==> src/rtl/rcc_pkg.sv <==
package rcc_pkg;

  typedef enum logic [1:0] {
    SEQ_IDLE = 2'd0,
    SEQ_HARD = 2'd1,
    SEQ_SOFT = 2'd2
  } seq_state_e;

  // big-endian bit number (0 = MSB) to vector index
  function automatic int be_idx(input int n);
    return 31 - n;
  endfunction

  localparam int ST_HARD = be_idx(31);
  localparam int ST_SOFT = be_idx(30);
  localparam int ST_CHK  = be_idx(29);
  localparam int ST_WDOG = be_idx(28);
  localparam int MD_CSEN = be_idx(31);

  localparam logic [31:0] ST_MASK = 32'h0000_000F;

  localparam int REQ_N    = 4;
  localparam int RQ_HARD  = 0;
  localparam int RQ_SOFT  = 1;
  localparam int RQ_WDOG  = 2;
  localparam int RQ_CHK   = 3;

  // sticky update: events win over a same-cycle clear
  function automatic logic [31:0] sticky_next(input logic [31:0] cur,
                                              input logic [31:0] set,
                                              input logic [31:0] clr);
    return ((cur & ~clr) | set) & ST_MASK;
  endfunction

endpackage

==> src/rtl/rcc_edge.sv <==
module rcc_edge #(
  parameter int N = 4
) (
  input  logic         clk,
  input  logic         por_n,
  input  logic [N-1:0] lvl,
  output logic [N-1:0] rise
);
  logic [N-1:0] lvl_q;

  for (genvar g = 0; g < N; g++) begin : g_bit
    always_ff @(posedge clk or negedge por_n) begin
      if (!por_n) lvl_q[g] <= 1'b0;
      else        lvl_q[g] <= lvl[g];
    end
    assign rise[g] = lvl[g] & ~lvl_q[g];
  end
endmodule

==> src/rtl/rcc_seq.sv <==
module rcc_seq
  import rcc_pkg::*;
#(
  parameter int HARD_CYC = 16,
  parameter int SOFT_CYC = 16
) (
  input  logic clk,
  input  logic por_n,
  input  logic hard_trig,
  input  logic soft_trig,
  output logic hard_o,
  output logic soft_o,
  output logic soft_entry
);
  localparam int MAXC  = (HARD_CYC > SOFT_CYC) ? HARD_CYC : SOFT_CYC;
  localparam int CNT_W = $clog2(MAXC + 1);
  localparam logic [CNT_W-1:0] H_LAST = CNT_W'(HARD_CYC - 1);
  localparam logic [CNT_W-1:0] S_LAST = CNT_W'(SOFT_CYC - 1);

  seq_state_e       state_q, state_d;
  logic [CNT_W-1:0] cnt_q, cnt_d;

  always_comb begin
    state_d = state_q;
    cnt_d   = cnt_q + 1'b1;
    if (hard_trig) begin
      state_d = SEQ_HARD;
      cnt_d   = '0;
    end else begin
      unique case (state_q)
        SEQ_HARD: if (cnt_q == H_LAST) begin
          state_d = SEQ_SOFT;
          cnt_d   = '0;
        end
        SEQ_SOFT: if (soft_trig) begin
          cnt_d = '0;
        end else if (cnt_q == S_LAST) begin
          state_d = SEQ_IDLE;
          cnt_d   = '0;
        end
        default: begin
          cnt_d = '0;
          if (soft_trig) state_d = SEQ_SOFT;
        end
      endcase
    end
  end

  always_ff @(posedge clk or negedge por_n) begin
    if (!por_n) begin
      state_q <= SEQ_IDLE;
      cnt_q   <= '0;
    end else begin
      state_q <= state_d;
      cnt_q   <= cnt_d;
    end
  end

  assign hard_o     = (state_q == SEQ_HARD);
  assign soft_o     = (state_q != SEQ_IDLE);
  assign soft_entry = (state_q == SEQ_HARD) && (cnt_q == H_LAST) && !hard_trig;


  hard_holds_soft_chk: assert property (@(posedge clk) disable iff (!por_n)
    hard_o |-> soft_o);


  hard_start_chk: assert property (@(posedge clk) disable iff (!por_n)
    hard_trig |=> hard_o);


  soft_only_chk: assert property (@(posedge clk) disable iff (!por_n)
    (soft_trig && !hard_trig && !hard_o) |=> (soft_o && !hard_o));
endmodule

==> src/rtl/rcc_regs.sv <==
module rcc_regs
  import rcc_pkg::*;
#(
  parameter int          ADDR_W      = 8,
  parameter logic [ADDR_W-1:0] STATUS_ADDR = 'h00,
  parameter logic [ADDR_W-1:0] MODE_ADDR   = 'h04
) (
  input  logic              clk,
  input  logic              por_n,
  input  logic [31:0]       set_mask,
  input  logic              hard_active,
  input  logic [ADDR_W-1:0] addr,
  input  logic              we,
  input  logic [31:0]       wdata,
  output logic [31:0]       rdata,
  output logic              chk_en
);
  logic [31:0] stat_q;
  logic [31:0] clr_w;
  logic        sel_stat, sel_mode;

  assign sel_stat = (addr == STATUS_ADDR);
  assign sel_mode = (addr == MODE_ADDR);
  assign clr_w    = (we && sel_stat) ? (wdata & ST_MASK) : '0;

  always_ff @(posedge clk or negedge por_n) begin
    if (!por_n) stat_q <= '0;
    else        stat_q <= sticky_next(stat_q, set_mask, clr_w);
  end

  always_ff @(posedge clk or negedge por_n) begin
    if (!por_n)               chk_en <= 1'b0;
    else if (hard_active)     chk_en <= 1'b0;
    else if (we && sel_mode)  chk_en <= wdata[MD_CSEN];
  end

  always_comb begin
    rdata = '0;
    if (sel_stat)      rdata = stat_q;
    else if (sel_mode) rdata[MD_CSEN] = chk_en;
  end


  sticky_hold_chk: assert property (@(posedge clk) disable iff (!por_n)
    ((($past(stat_q) & ~$past(clr_w)) & ~stat_q) == 32'h0));


  mode_cleared_chk: assert property (@(posedge clk) disable iff (!por_n)
    hard_active |=> !chk_en);
endmodule

==> src/rtl/rst_cause_ctrl.sv <==
module rst_cause_ctrl
  import rcc_pkg::*;
#(
  parameter int                ADDR_W      = 8,
  parameter logic [ADDR_W-1:0] STATUS_ADDR = 'h00,
  parameter logic [ADDR_W-1:0] MODE_ADDR   = 'h04,
  parameter int                HARD_CYC    = 16,
  parameter int                SOFT_CYC    = 16
) (
  input  logic              clk,
  input  logic              por_n,
  input  logic              ext_hard_req,
  input  logic              ext_soft_req,
  input  logic              wdog_expire,
  input  logic              core_chkstop,
  input  logic [ADDR_W-1:0] reg_addr,
  input  logic              reg_we,
  input  logic [31:0]       reg_wdata,
  output logic [31:0]       reg_rdata,
  output logic              hard_rst,
  output logic              soft_rst
);
  logic [REQ_N-1:0] req_lvl, req_rise;
  logic             chk_en;
  logic             hard_trig, soft_trig, soft_entry, chk_hit;
  logic [31:0]      set_mask;

  assign req_lvl[RQ_HARD] = ext_hard_req;
  assign req_lvl[RQ_SOFT] = ext_soft_req;
  assign req_lvl[RQ_WDOG] = wdog_expire;
  assign req_lvl[RQ_CHK]  = core_chkstop;

  rcc_edge #(.N(REQ_N)) u_edge (
    .clk(clk), .por_n(por_n), .lvl(req_lvl), .rise(req_rise)
  );

  assign chk_hit   = req_rise[RQ_CHK] & chk_en;
  assign hard_trig = req_rise[RQ_HARD] | req_rise[RQ_WDOG] | chk_hit;
  assign soft_trig = req_rise[RQ_SOFT];

  rcc_seq #(.HARD_CYC(HARD_CYC), .SOFT_CYC(SOFT_CYC)) u_seq (
    .clk(clk), .por_n(por_n), .hard_trig(hard_trig), .soft_trig(soft_trig),
    .hard_o(hard_rst), .soft_o(soft_rst), .soft_entry(soft_entry)
  );

  always_comb begin
    set_mask          = '0;
    set_mask[ST_HARD] = hard_trig;
    set_mask[ST_SOFT] = soft_trig | soft_entry;
    set_mask[ST_CHK]  = chk_hit;
    set_mask[ST_WDOG] = req_rise[RQ_WDOG];
  end

  rcc_regs #(.ADDR_W(ADDR_W), .STATUS_ADDR(STATUS_ADDR), .MODE_ADDR(MODE_ADDR)) u_regs (
    .clk(clk), .por_n(por_n), .set_mask(set_mask), .hard_active(hard_rst),
    .addr(reg_addr), .we(reg_we), .wdata(reg_wdata), .rdata(reg_rdata),
    .chk_en(chk_en)
  );


  chk_gated_chk: assert property (@(posedge clk) disable iff (!por_n)
    (req_rise[RQ_CHK] && !chk_en && !soft_rst && !req_rise[RQ_HARD]
     && !req_rise[RQ_SOFT] && !req_rise[RQ_WDOG]) |=> !soft_rst);
endmodule

==> config.mk <==
export PLATFORM = sky130hd
export DESIGN_NAME = rst_cause_ctrl
export DESIGN_NICKNAME = d
export VERILOG_FILES = /design/src/rtl/rcc_pkg.sv /design/src/rtl/rcc_edge.sv /design/src/rtl/rcc_seq.sv /design/src/rtl/rcc_regs.sv /design/src/rtl/rst_cause_ctrl.sv
export SDC_FILE = /design/constraint.sdc
export NUM_CORES = 1
export LEC_CHECK = 0
export BUFFER_PORTS_ARGS = -buffer_cell sky130_fd_sc_hd__buf_2
export CORE_MARGIN = 3
export CORE_UTILIZATION = 39
export DETAILED_ROUTE_END_ITERATION = 6
export PLACE_DENSITY = 0.8
export SLEW_MARGIN = 20
export SYNTH_ARGS = -nofsm -noshare
export SYNTH_HDL_FRONTEND = slang
export SYNTH_SLANG_ARGS = --single-unit
==> constraint.sdc <==
create_clock -name clk -period 1.88 [get_ports clk]
set_input_delay 0.282 -clock clk [delete_from_list [all_inputs] [get_ports clk]]
set_output_delay 0.282 -clock clk [all_outputs]
set_load 0.02 [all_outputs]
==> reports/metrics.cfg, run 1 <==
[setup_path]
cp.required_ns = 1.60
end_kind = output pin
cp-start-kind = input pin
cp_cell_sequence = buf_2 > or4_4 > or2_1 > nor2_1 > buf_2
slowest_stage = or4_4
cp_common_cell = buf_2
crit_arrival_ns = 1.49
crit_path_max_incr_delay_ns = 0.57
setup.worst_path.class = in -> out
crit_fanout = 7

[logic_synthesis]
synth_area_sq_um = 1020
yosys_warnings = 0
synth.distinct_cells = 32
synthArstFlopShare = 1.00
synth_ff_type = dfrtp_1
synth_edf_count = 0
syn_inst = 108
synth-seq-cells = 16
syn_area_per_cell_sq_um = 9.43
synth_seq_area_share = 0.393

[clocking]
cts-buffers-inserted = 3
ctsLongestPathBuffers = 2
cts.sinks = 16
cts_root_buf = clkbuf_4
cts_tree = built
clk_pin_slew_worst_paths_ns = 0.09
htreeDepth = 1
clk_latency_ns = 0.28

[placed_design]
port_buffers = 24
pre_cts_slack_ns = -0.00566
place_hpwl_um = 1580
gp_congestion = 0.727

[final_layout]
area_growth_pct = 9.34
layout_common_cells = conb_1, buf_2, dfrtp_1
layout_commonest_cell = conb_1
drive_gt1_frac = 0.230
diodes = 0
ff_latch_area_sq_um = 400
fillers = 222
nets = 187
multi_input_area_sq_um = 485

[timing]
hold_slack_ns = 0.119
setup_tns_ns = 0
fin_crit_sh = 0.945
post-route-min-period_ns = 1.78
final-setup-viol-count = 0
fin_ws_ns = 0.104
hold_viol = 0
rsz0062_at_grt = false
fin_skew_ns = 0.00235
max_freq_mhz = 563
drv_slew = 0

[floorplan]
start_util = 0.435
rows = 17
die_w_um = 57.1
die-area_sq_um = 3260
core_area_sq_um = 2340
num_io_pins = 81
die_y_um = 57.1

[global_route]
busiest_layer = met2
grt_max_degree = 17
antenna_found_initial = 0
grtUsageMet3 = 0.0226
grt_pass1_vias = 758
grt_first_pass_wirelength_um = 3150
grt_overflow = 0
grt_use_total = 0.122
gr-usage-met1 = 0.133
grt_use_met2 = 0.232

[worst_hold_path]
hold_path_class = in -> reg

[routing]
vias_per_cell = 4.91
drt_pass1_iterations = 4
drc = 0
route.vias.total = 801
routed_wl_um = 1910
wl_per_cell_um = 11.7
ant_nets = 0
drt_iter0_markers = 21

[flow_run]
drv_cap = 0

[power_and_ir_drop]
ir_drop_mv = 0.654
total_leakage_power_uw = 0.000574
p_per_area_nw_per_um2 = 653

[status]
run_status = completed

==> registers in the layout (all words and copies together), names as in the netlist <==
name	flops
u_edge.lvl_q	4
u_regs.chk_en	1
u_regs.stat_q	4
u_seq.cnt_q	5
u_seq.state_q	2
==> cell usage after synthesis, drive strengths merged, types with 2 or more instances <==
cell type / number / share of area
a21oi: 2 / 0.0098
and2: 3 / 0.018
buf: 29 / 0.21
dfrtp: 16 / 0.39
ha: 4 / 0.049
inv: 5 / 0.018
nand2: 10 / 0.037
nand2b: 4 / 0.025
nand3: 3 / 0.015
nor2: 3 / 0.011
nor3: 3 / 0.015
nor3b: 2 / 0.015
nor4: 2 / 0.012
o31ai: 4 / 0.029
or4: 2 / 0.015
==> kinds of logic (layout without fill, tap and decap cells) <==
| group | count (synthesis) | after routing | share of synthesized area |
|---|---|---|---|
| fa+ha+maj | 4 | 4 | 0.0491 |
| other cells | 1 | 28 | 0.00368 |
| compound gates | 12 | 12 | 0.0958 |
| buf+inv | 35 | 35 | 0.233 |
| mux | 1 | 1 | 0.00983 |
| simple gates | 37 | 37 | 0.198 |
| xor+xnor | 2 | 2 | 0.0172 |
| flops | 16 | 16 | 0.393 |
==> per-layer routing <==
| metal | wire length [um] | up-vias |
|---|---|---|
| li1 | - | 365 |
| met1 | 737 | 392 |
| met2 | 1010 | 36 |
| met3 | 138 | 8 |
| met4 | 29 | 0 |
| met5 | 0 | - |
==> critical path, delay by kind of cell <==
family	cells	cell delay, ns
buffers and inverters	2	0.25
AND/OR/NAND/NOR	3	0.95
==> area by class of cell <==
class,instances,area share
clock buffers,4,0.0326
inverters,5,0.0169
multi-input cells,84,0.436
flip-flops and latches,16,0.360
well taps,28,0.0315
repair buffers,26,0.124
==> what timing repair did <==
| action | CTS | global route |
|---|---|---|
| buffers inserted | 0 | 0 |
| hold buffers | 1 | 0 |
| endpoints found under the hold margin | 16 | 0 |
| setup endpoints to repair | 1 | 0 |
| gates resized for setup | 1 | 0 |
==> report_power, final <==
group          internal, uW  leakage, uW  total [uW]  switching (uW)
combinational          39.5     0.000363         130            90.2
sequential              363     0.000190         377            13.4
clock                   118    0.0000210         221             103
total                   521     0.000574         727             207
==> path summary, 6_finish.rpt <==
kind,startpoint,endpoint,slack (ns),depth (start not counted)
setup / recovery,reg_addr[6],reg_rdata[0],0.10,5
hold / removal,ext_hard_req,u_edge.lvl_q[0],0.12,1
setup reg to reg,u_seq.state_q[1],u_seq.state_q[0],0.34,5
hold reg to reg,u_seq.cnt_q[0],u_seq.cnt_q[0],0.50,1
max in group asynchronous,por_n,u_regs.chk_en,1.19,2
min in group asynchronous,por_n,u_seq.cnt_q[2],0.44,2
==> stage by stage <==
stage                      util  std cells  area (sq um)  power (uW)
after floorplan               -        135          1120         515
after global routing      0.476        163          1110         760
after global placement    0.455        158          1060         504
after CTS                 0.476        163          1110         734
final                     0.476        163          1110         727
after detailed placement  0.455        158          1060         509
Note: power is estimated with default switching activity, not from simulation.
==> run 2, diff against run 1 <==
==> constraint.sdc (replaced) <==
create_clock -name clk -period 1.88 [get_ports clk]
set_input_delay 0.188 -clock clk [delete_from_list [all_inputs] [get_ports clk]]
set_output_delay 0.188 -clock clk [all_outputs]
set_load 0.02 [all_outputs]
==> run 2 against run 1 <==
Net effect:
- count of clock-buffer cells in the layout did not move
- combinational power barely moved
- register-to-register slack improved by 0.04 ns
- via count fell by 3.9%
- clock skew rose by 0.0072 ns
- fmax rose by 4.8%
==> reports/metrics.cfg, run 2 (same netlist as run 1, synthesis figures left out) <==
[global_route]
grt_use_total = 0.129  ; was 0.122
gr-usage-met1 = 0.138  ; was 0.133
grt_use_met2 = 0.219  ; was 0.232
busiest_layer = met2  ; unchanged
grt_overflow = 0  ; unchanged
antenna_found_initial = 0  ; unchanged
grtUsageMet3 = 0.0430  ; was 0.0226
grt_max_degree = 17  ; unchanged
grt_first_pass_wirelength_um = 3220  ; was 3150 um
grt_pass1_vias = 753  ; was 758

[routing]
drt_pass1_iterations = 4  ; unchanged
ant_nets = 0  ; unchanged
vias_per_cell = 4.75  ; was 4.91
wl_per_cell_um = 11.7  ; about the same
drt_iter0_markers = 5  ; was 21
drc = 0  ; unchanged
routed_wl_um = 1890  ; was 1910 um
route.vias.total = 770  ; was 801

[final_layout]
layout_commonest_cell = conb_1  ; unchanged
diodes = 0  ; unchanged
top_register = u_seq.cnt_q  ; unchanged
area_growth_pct = 8.23  ; was 9.34%
drive_gt1_frac = 0.216  ; was 0.230
reg_top3 = u_seq.cnt_q x5, u_edge.lvl_q x4, u_regs.stat_q x4  ; unchanged
layout_common_cells = conb_1, buf_2, dfrtp_1  ; unchanged
largest_register_ffs = 5  ; unchanged
nets = 186  ; was 187
final_cell_count_no_fill = 162  ; was 163

[timing]
drv_slew = 0  ; unchanged
fin_crit_sh = 0.901  ; was 0.945
hold_viol = 0  ; unchanged
post-route-min-period_ns = 1.69  ; was 1.78 ns
rsz0062_at_grt = false  ; unchanged
max_freq_mhz = 590  ; was 563 MHz
fin_ws_ns = 0.186  ; was 0.104 ns
setup_tns_ns = 0  ; unchanged
final-setup-viol-count = 0  ; unchanged
fin_skew_ns = 0.00957  ; was 0.00235 ns

[floorplan]
num_io_pins = 81  ; unchanged
start_util = 0.435  ; unchanged
die-area_sq_um = 3260  ; unchanged
die_y_um = 57.1  ; unchanged
rows = 17  ; unchanged
die_w_um = 57.1  ; unchanged
core_area_sq_um = 2340  ; unchanged

[setup_path]
cp_num_buf_inv = 2  ; unchanged
reg2reg_slack_ns = 0.38  ; was 0.34 ns
cp_cell_sequence = buf_2 > or4_1 > or2_1 > nor2_1 > buf_2  ; was buf_2 > or4_4 > or2_1 > nor2_1 > buf_2
r2r-start = u_seq.state_q[1]  ; unchanged
crit_fanout = 7  ; unchanged
cp_common_cell = buf_2  ; unchanged
end_kind = output pin  ; unchanged
crit_arrival_ns = 1.51  ; was 1.49 ns
critical_path.top_delay_family = simple AND/OR/NAND/NOR gates  ; unchanged
slowest_stage = or4_1  ; was or4_4
setup.worst_path.class = in -> out  ; unchanged
r2r_cells = 5  ; unchanged
cp_num_cells = 5  ; unchanged
cp-start-kind = input pin  ; unchanged
cp.required_ns = 1.69  ; was 1.60 ns
reg2reg_to = u_seq.state_q[0]  ; unchanged
crit_path_max_incr_delay_ns = 0.66  ; was 0.57 ns

[power_and_ir_drop]
ir_drop_mv = 0.525  ; was 0.654 mV
total_leakage_power_uw = 0.000569  ; was 0.000574 uW
p_per_area_nw_per_um2 = 664  ; was 653 nW/um^2

[worst_hold_path]
hold_path_class = in -> reg  ; unchanged
hp-start = wdog_expire  ; was ext_hard_req
hold_end = u_edge.lvl_q[2]  ; was u_edge.lvl_q[0]
hold_depth = 1  ; unchanged

[placed_design]
pre_cts_slack_ns = 0.195  ; was -0.00566 ns
port_buffers = 24  ; unchanged
placed_cells = 157  ; was 158
place_hpwl_um = 1530  ; was 1580 um
gp_congestion = 0.708  ; was 0.727

[clocking]
cts-buffers-inserted = 3  ; unchanged
ctsLongestPathBuffers = 2  ; unchanged
cts_tree = built  ; unchanged
clk_latency_ns = 0.30  ; was 0.28 ns
clk_pin_slew_worst_paths_ns = 0.08  ; was 0.09 ns
cts.sinks = 16  ; unchanged
htreeDepth = 1  ; unchanged
cts_root_buf = clkbuf_4  ; unchanged

[flow_run]
drv_cap = 0  ; unchanged

[status]
run_status = completed  ; unchanged

## run 2: cell count changes in the layout (fill, tap and decap cells not counted)
cell	previous run	this run
buf_4	1	0
or4_4	1	0
or4_1	1	2
## run 2: timing repair
action,in CTS,in global routing
resized for setup,0,0
buffers inserted,0,0
hold buffers,1,0
hold endpoints to repair,16,0
## run 2: worst max path at each step
| stage | slack (ns) | from | end |
|---|---|---|---|
| after detailed placement | 0.19 | reg_addr[6] | reg_rdata[0] |
| after CTS | 0.19 | reg_addr[6] | reg_rdata[0] |
| after global routing | 0.15 | reg_addr[6] | reg_rdata[0] |
| after floorplan | 0.30 | reg_addr[6] | reg_rdata[0] |
| after global placement | 0.22 | reg_addr[6] | reg_rdata[0] |
| final | 0.19 | reg_addr[6] | reg_rdata[0] |
## run 2: report_power, final
group	switching [uW]	internal (uW)
clock	108	118
sequential	13.1	363
combinational	91.2	38.4
total	212	520
## run 2: cell type report
class / count / area (sq um)
fillers: 207 / 1240
multi-input cells: 84 / 482
flip-flops and latches: 16 / 400
repair buffers: 25 / 130
clock buffers: 4 / 36.3
well taps: 28 / 35.0
inverters: 5 / 18.8
## run 2: metal layers
| metal | wire (um) | share of wire |
|---|---|---|
| met5 | 0 | 0 |
| met4 | 53 | 0.028 |
| met3 | 127 | 0.067 |
| met2 | 983 | 0.52 |
| met1 | 728 | 0.38 |
## run 2: worst register-to-register path: cells and delay by family (launching register included)
kind / cells / cell delay [ns]
AOI/OAI and AO/OA: 1 / 0.29
adders and majority gates: 1 / 0.27
buffers and inverters: 1 / 0.09
DFF: 1 / 0.40
and+or+nand+nor: 2 / 0.35
## run 2: per-stage QoR
stage	util	hold WS, ns	cell area [sq um]	total power (uW)
2_1_floorplan	-	-0.108	1120	515
3_3_place_gp	0.451	0.109	1060	503
3_5_place_dp	0.451	0.111	1060	509
4_1_cts	0.471	0.00140	1100	746
5_1_grt	0.471	0.00199	1100	775
6_report	0.471	0.0162	1100	732
